<file path="src/rtl/mmu_pkg.sv">
package mmu_pkg;
  // Decoded I/O cycle control, active-low pins as seen on the bus.
  typedef struct packed {
    logic iorq_n;
    logic m1_n;
    logic wr_n;
  } io_ctl_t;

  // True for an I/O write outside an interrupt acknowledge.
  function automatic logic io_write_cycle(input io_ctl_t c);
    return (!c.iorq_n) && c.m1_n && (!c.wr_n);
  endfunction
endpackage

</file>
<file path="src/rtl/mmu_io_decode.sv">
module mmu_io_decode #(
  parameter int IDX_W   = 4,
  parameter int PSEL_W  = 2,
  parameter logic [PSEL_W-1:0] PSEL_VAL = '1
) (
  input  logic              clk,
  input  logic              rst_n,
  input  mmu_pkg::io_ctl_t  ctl,
  input  logic [PSEL_W-1:0] port_sel,
  input  logic [IDX_W-1:0]  page_idx,
  output logic              wr_pulse,
  output logic [IDX_W-1:0]  wr_idx
);
  logic hit;
  logic hit_q;

  assign hit = mmu_pkg::io_write_cycle(ctl) && (port_sel == PSEL_VAL);

  // Resets to 1 so a strobe already present at reset release is not taken.
  always_ff @(posedge clk or negedge rst_n) begin
    if (!rst_n) hit_q <= 1'b1;
    else        hit_q <= hit;
  end

  assign wr_pulse = hit && !hit_q;
  assign wr_idx   = page_idx;
endmodule

</file>
<file path="src/rtl/mmu_page_table.sv">
module mmu_page_table #(
  parameter int IDX_W   = 4,
  parameter int ENT_W   = 8,
  parameter int SLICE_W = 4
) (
  input  logic             clk,
  input  logic             we,
  input  logic [IDX_W-1:0] widx,
  input  logic [ENT_W-1:0] wdata,
  input  logic [IDX_W-1:0] ridx,
  output logic [ENT_W-1:0] rdata
);
  localparam int DEPTH  = 1 << IDX_W;
  localparam int NSLICE = ENT_W / SLICE_W;

  // The entry is built from narrow register files side by side; none is reset.
  for (genvar s = 0; s < NSLICE; s++) begin : g_slice
    logic [SLICE_W-1:0] rf [DEPTH];

    always_ff @(posedge clk) begin
      if (we) rf[widx] <= wdata[s*SLICE_W +: SLICE_W];
    end

    assign rdata[s*SLICE_W +: SLICE_W] = rf[ridx];
  end
endmodule

</file>
<file path="src/rtl/paged_mmu.sv">
module paged_mmu #(
  parameter int LOG_W   = 16,
  parameter int IDX_W   = 4,
  parameter int ENT_W   = 8,
  parameter int SLICE_W = 4,
  parameter int PSEL_HI = 7,
  parameter int PSEL_LO = 6,
  parameter logic [PSEL_HI-PSEL_LO:0] PSEL_VAL = '1
) (
  input  logic                           clk,
  input  logic                           rst_n,
  input  logic [LOG_W-1:0]               cpu_addr,
  input  logic [ENT_W-1:0]               cpu_data,
  input  logic                           iorq_n,
  input  logic                           m1_n,
  input  logic                           wr_n,
  output logic [LOG_W-IDX_W+ENT_W-1:0]   phys_addr,
  output logic                           map_wr
);
  localparam int OFF_W  = LOG_W - IDX_W;
  localparam int PSEL_W = PSEL_HI - PSEL_LO + 1;

  mmu_pkg::io_ctl_t ctl;
  logic [IDX_W-1:0] page_idx;
  logic [IDX_W-1:0] wr_idx;
  logic [ENT_W-1:0] frame;

  assign ctl      = '{iorq_n: iorq_n, m1_n: m1_n, wr_n: wr_n};
  assign page_idx = cpu_addr[LOG_W-1:OFF_W];

  mmu_io_decode #(
    .IDX_W   (IDX_W),
    .PSEL_W  (PSEL_W),
    .PSEL_VAL(PSEL_VAL)
  ) u_dec (
    .clk     (clk),
    .rst_n   (rst_n),
    .ctl     (ctl),
    .port_sel(cpu_addr[PSEL_HI:PSEL_LO]),
    .page_idx(page_idx),
    .wr_pulse(map_wr),
    .wr_idx  (wr_idx)
  );

  mmu_page_table #(
    .IDX_W  (IDX_W),
    .ENT_W  (ENT_W),
    .SLICE_W(SLICE_W)
  ) u_tbl (
    .clk  (clk),
    .we   (map_wr),
    .widx (wr_idx),
    .wdata(cpu_data),
    .ridx (page_idx),
    .rdata(frame)
  );

  assign phys_addr = {frame, cpu_addr[OFF_W-1:0]};
endmodule

</file>
<file path="config.mk">
export PLATFORM = sky130hd
export DESIGN_NAME = paged_mmu
export DESIGN_NICKNAME = d
export VERILOG_FILES = /design/src/rtl/mmu_pkg.sv /design/src/rtl/mmu_io_decode.sv /design/src/rtl/mmu_page_table.sv /design/src/rtl/paged_mmu.sv
export SDC_FILE = /design/constraint.sdc
export NUM_CORES = 1
export LEC_CHECK = 0
export BUFFER_PORTS_ARGS = -buffer_cell sky130_fd_sc_hd__buf_4
export CAP_MARGIN = 20
export CORE_MARGIN = 3
export CORE_UTILIZATION = 45
export CTS_BUF_LIST = sky130_fd_sc_hd__clkbuf_4
export CTS_CLUSTER_DIAMETER = 80
export DETAILED_ROUTE_END_ITERATION = 16
export PLACE_DENSITY = 0.66
export SETUP_SLACK_MARGIN = 0.4
export SKIP_LAST_GASP = 1
export SLEW_MARGIN = 40
export SYNTH_ARGS = -nofsm -noshare
export SYNTH_HDL_FRONTEND = slang
export SYNTH_SLANG_ARGS = --single-unit
</file>
<file path="constraint.sdc">
create_clock -name clk -period 1.59 [get_ports clk]
set_input_delay 0.159 -clock clk [delete_from_list [all_inputs] [get_ports clk]]
set_output_delay 0.159 -clock clk [all_outputs]
set_load 0.02 [all_outputs]
</file>
Word level (Yosys, flattened, before mapping). Memory sizes are Yosys's and may differ from the RTL's. Cells that the tools add are included.

Bits in registers: 1. Latch bits: 0. Memory bits (writable): 128. ROM bits: 0. Input port bits: 29. Output and inout bits: 21. Logic and storage cells: 13. Memories: 2.

Add/subtract/negate cells: 0. Multiply operators: 0. Divide/modulo/power cells: 0. $lt $le $gt $ge: 0. Equal/unequal tests: 1. Shift operators: 0. Mux-type cells: 2. Bitwise operators: 0. Reduce and logical (&&, ||, !) cells: 7.

Memory list: u_tbl.g_slice[0].rf (depth 16, bits a word 4, rd ports 1, clocked after memory_dff 0, wr ports 1, line mmu_page_table.sv:18) `logic [SLICE_W-1:0] rf [DEPTH];`; u_tbl.g_slice[1].rf (depth 16, bits a word 4, rd ports 1, clocked after memory_dff 0, wr ports 1, line mmu_page_table.sv:18).

Operator list (count): 1-bit logical AND (4); 1-bit zero test (3); 2-bit equality test, second input constant (1); 1-bit 2-to-1 mux (2).

Longest topological paths before layout.
Depth in word-level cells: 7. Depth in mapped cells: 5. Gate-level depth less buffers: 3.

By module. Synthesis repeated with hierarchy kept, for this count alone.

Cells, all modules: 242. Area total of the unflattened synthesis: 5165.0 µm².

By module, submodules not included: mmu_page_table (instances 1, cells an instance 221, area an instance 4987.3 µm², seq. area each 3843.7 µm²); paged_mmu (instances 1, cells an instance 12, area an instance 90.1 µm², seq. area each 0.0 µm²); mmu_io_decode (instances 1, cells an instance 9, area an instance 87.6 µm², seq. area each 26.3 µm²).

Least setup slack after synthesis. OpenSTA, ideal clock, no wires.

Path type: input to register. Start: in cpu_addr[13]. End: mem u_tbl.g_slice[0].rf[2][0] (enable). Library setup time: 0.383 ns. Arrival: 1.437 ns. Data required time: 1.207 ns. Path slack: -0.231 ns. Stages on the path: 5. Buffers on the path: 2. Cells stage by stage: buf_2 buf_2 nor2b_1 nand4b_1 nor3_1.

RTL lines: start: declaration (line paged_mmu.sv:12) `input logic [LOG_W-1:0] cpu_addr,`; end: declaration (line mmu_page_table.sv:18).

No word-level cell before the write port.

Final worst setup path.
Start: mem u_tbl.g_slice[1].rf[14][2]. End: out phys_addr[18].

Word-level cells in the longest chain between the ends: 1.

RTL lines: start: declaration (line mmu_page_table.sv:18); memory read 16 x 4 bit; end: declaration (line paged_mmu.sv:17) `output logic [LOG_W-IDX_W+ENT_W-1:0] phys_addr,`.

No other way between the ends.

==> results by group <==
Yosys
  • Count of cell types in the netlist: 19
  • Syn Std Cell Area: 5210 µm²
  • Synth Area per Inst: 21.3 µm²
  • Post-Synthesis Cells: 244
  • Post-Syn Nets: 273
  • Yosys warnings: 0
  • Largest family of logic cells by synthesized area: multiplexers
  • Adder-Cell Fraction of Synth Area: 0
  • Simple-Gate Fraction of Synth Area: 0.0416
  • #FFs+latches synth: ~130
  • Post-synthesis xor/xnor area fraction: 0
  • Mux contribution to synthesized area: 0.154
  • Seq/Total Area, Yosys: 0.743
  • Compound-Gate Fraction of Synth Area: 0.0231

Power and ir drop
  • LEAKAGE: 0.00215 µW
  • Psw: around 1400 µW
  • Sequential share of power: 0.581
  • Clock group share of total power: 0.344
  • Internal power: 5070 µW
  • Switching share of power: 0.212
  • Max VDD drop: 0.507 mV
  • Logic gate share of total power: 0.075
  • Pwr per Cell Area: 984 nW/µm²

Drt
  • # DRC: 0
  • Pre-antenna DRT Iters: 4
  • Met3 routed WL: about 440 µm
  • Detailed Route Iter0 Violations: ~160
  • Met2 WL: 5.00 mm
  • DR WL/cell: 20.7 µm
  • Vias/cell: 5.38
  • DRT met1 WL: 4.33 mm
  • Max Used Layer: met4
  • Post-route ant nets: 0
  • Routed wire length: 9.86 mm
  • Vias after detailed routing: 2564

Floorplan
  • Core ar.: 11100 µm²
  • IO Pins: 50
  • Row count: 38
  • Die area: around 13000 µm²
  • Die extent in x: 114 µm
  • Die H: 114 µm
  • Starting Density: 0.470

Finish
  • Layout Nets: ~350
  • Non-Filler Instances: 477
  • Share of cells above drive strength 1: 0.537
  • Area of the multi-input gates: 1290 µm²
  • Antenna diode instance count: 0
  • FILL cells: 827
  • Fin util: 0.591
  • Reg area: roughly 3900 µm²
  • Area delta synth->final: 25.7%

Place
  • Gp weighted congestion: approximately 0.74
  • Cells after DPL: 435
  • DP HPWL: approximately 6.8 mm
  • Number of port buffers: 29
  • Setup Slack @ Placement: -0.255 ns

Timing
  • Endpoints failing hold: 0
  • Max Freq: 497 MHz
  • Final setup violation count: 8
  • RSZ-0062 raised after global routing: true
  • Period minus WS final: 2.01 ns
  • Clk_skew: 0.0163 ns
  • Worst-Margin Slew: 0.592 ns
  • Worst setup margin: -0.422 ns
  • Final Max Slew Viols: 0
  • Worst slew margin: 0.604
  • Setup TNS: -3.05 ns
  • Period utilisation layout: 1.27

Clock network
  • Later-pin clock latency in the skew report: just over 0.5 ns
  • Clock Path Buffers: 2
  • Clock sink count: 129
  • Clock slew at reported path FFs: roughly 0.11 ns
  • Root Buffer: clkbuf_4
  • CTS Buf Count: 17
  • TritonCTS clock tree: built
  • H-tree levels: 4
  • Setup repair bufs after CTS: 0

Outcome
  • Failing checks: negative setup slack
  • Status: finished with violations

Critical path
  • Crit Path Class: reg2out
  • CP max FO: 1
  • CP startpoint kind: flip-flop
  • CP Data Arrival Time: about 1.9 ns
  • Worst setup EP type: output pin
  • Worst EP required: ~1.4 ns

GRT
  • Vias in the first global route: 2738
  • GR Util All Layers: 0.170
  • Antenna violations before repair: 0
  • Largest net degree at the start of global routing: 20
  • GR Overflow Total: 0
  • Global-route wire length before repair: 15.8 mm

Min path
  • Hold Crit Class: in2async

Job
  • Max-Cap Viols: 0
==> cells in the mapped netlist <==
| library cell | count | area (µm²) |
|---|---|---|
| nor2b_1 | 5 | 31.3 |
| nor3_1 | 4 | 20.0 |
| mux4_2 | 11 | 248 |
| and4bb_2 | 1 | 12.5 |
| buf_4 | 12 | 90.1 |
| and2_1 | 3 | 18.8 |
| nand4b_1 | 4 | 35.0 |
| buf_1 | 1 | 3.75 |
| a22oi_1 | 16 | 120 |
| nand2_1 | 9 | 33.8 |
| buf_12 | 2 | 40.0 |
| edfxtp_1 | 128 | 3840 |
| clkbuf_1 | 2 | 7.51 |
| mux4_1 | 21 | 552 |
| nand2b_1 | 2 | 12.5 |
| buf_2 | 5 | 25.0 |
| dfstp_2 | 1 | 26.3 |
| buf_6 | 3 | 33.8 |
| nor2_1 | 14 | 52.6 |
==> sequential cells by signal (all words and copies together), names as in the netlist <==
| name | flops |
|---|---|
| u_tbl.g_slice.rf | 128 |
| u_dec.hit_q | 1 |
==> final timing paths <==
path | from | end | slack [ns] | cells past startpoint
setup / recovery | u_tbl.g_slice[1].rf[14][2] | phys_addr[18] | -0.42 | 4
hold / removal | rst_n | u_dec.hit_q | 0.10 | 2
setup reg to reg | u_dec.hit_q | u_tbl.g_slice[1].rf[0][2] | 0.24 | 4
hold reg to reg | u_dec.hit_q | u_tbl.g_slice[0].rf[14][1] | 1.08 | 4
max in group asynchronous | rst_n | u_dec.hit_q | 1.47 | 2
min in group clk | cpu_addr[15] | u_tbl.g_slice[0].rf[3][1] | 0.31 | 4
==> timing repair <==
item | CTS | global route
hold buffers | 10 | 0
endpoints found under the setup margin | 137 | 137
hold endpoints to repair | 130 | 0
gates resized for setup | 59 | 5
pin swaps | 10 | 5
==> metal layers <==
metal	up-vias	global-route usage
met1	1321	0.232
met4	0	0.0657
li1	1171	-
met2	61	0.264
met3	11	0.0440
met5	-	0
==> area by class of cell <==
type / count / area share
clock buffers: 19 / 0.0218
clock inverters: 13 / 0.0222
multi-input cells: 90 / 0.198
flip-flops and latches: 129 / 0.592
well taps: 140 / 0.0268
repair buffers: 86 / 0.140
==> per-stage QoR <==
stage	area [µm²]	total power, µW	hold WS [ns]
floorplan	5350	4120	0.0112
global placement	5970	4240	0.0927
detailed placement	5970	4250	0.0942
CTS	6540	6500	0.0409
global route	6540	6700	0.0528
finish	6540	6440	0.103
==> critical path: stages (launching register included) <==
cell and delay (ns):
edfxtp_1 0.39, mux4_2 0.49, a22oi_2 0.24, nand2_2 0.08, buf_6 0.13
==> power by group through the flow <==
stage	Clock (µW)	Sequential [µW]	Combinational (µW)
2_1_floorplan	0	3820	299
5_1_grt	2440	3740	520
4_1_cts	2280	3740	483
3_5_place_dp	0	3820	432
3_3_place_gp	0	3820	426
6_report	2210	3740	482
==> kinds of logic (layout without fill, tap and decap cells) <==
family | Yosys count | in the layout
AOI/OAI and AO/OA | 16 | 16
buffers and inverters | 25 | 118
DFF | 129 | 129
muxes | 32 | 32
and+or+nand+nor | 42 | 42
==> cells in the final DEF (no fill, tap or decap) <==
cell / netlist / routed
a22oi_1: 16 / 1
a22oi_2: 0 / 15
and2_1: 3 / 3
and4bb_2: 1 / 1
buf_12: 2 / 9
buf_4: 12 / 32
buf_6: 3 / 35
bufinv_16: 0 / 3
clkbuf_4: 0 / 19
clkinv_1: 0 / 3
clkinv_2: 0 / 4
clkinv_4: 0 / 1
clkinvlp_4: 0 / 2
dfstp_2: 1 / 1
dlygate4sd3_1: 0 / 10
edfxtp_1: 128 / 128
mux4_2: 11 / 32
nand2_1: 9 / 1
nand2_2: 0 / 8
nand2b_1: 2 / 2
nand4b_1: 4 / 4
nor2_1: 14 / 1
nor2_2: 0 / 1
nor2_4: 0 / 12
nor2b_1: 5 / 3
nor2b_2: 0 / 2
nor3_4: 0 / 4
(Power assumes the default switching activity.)
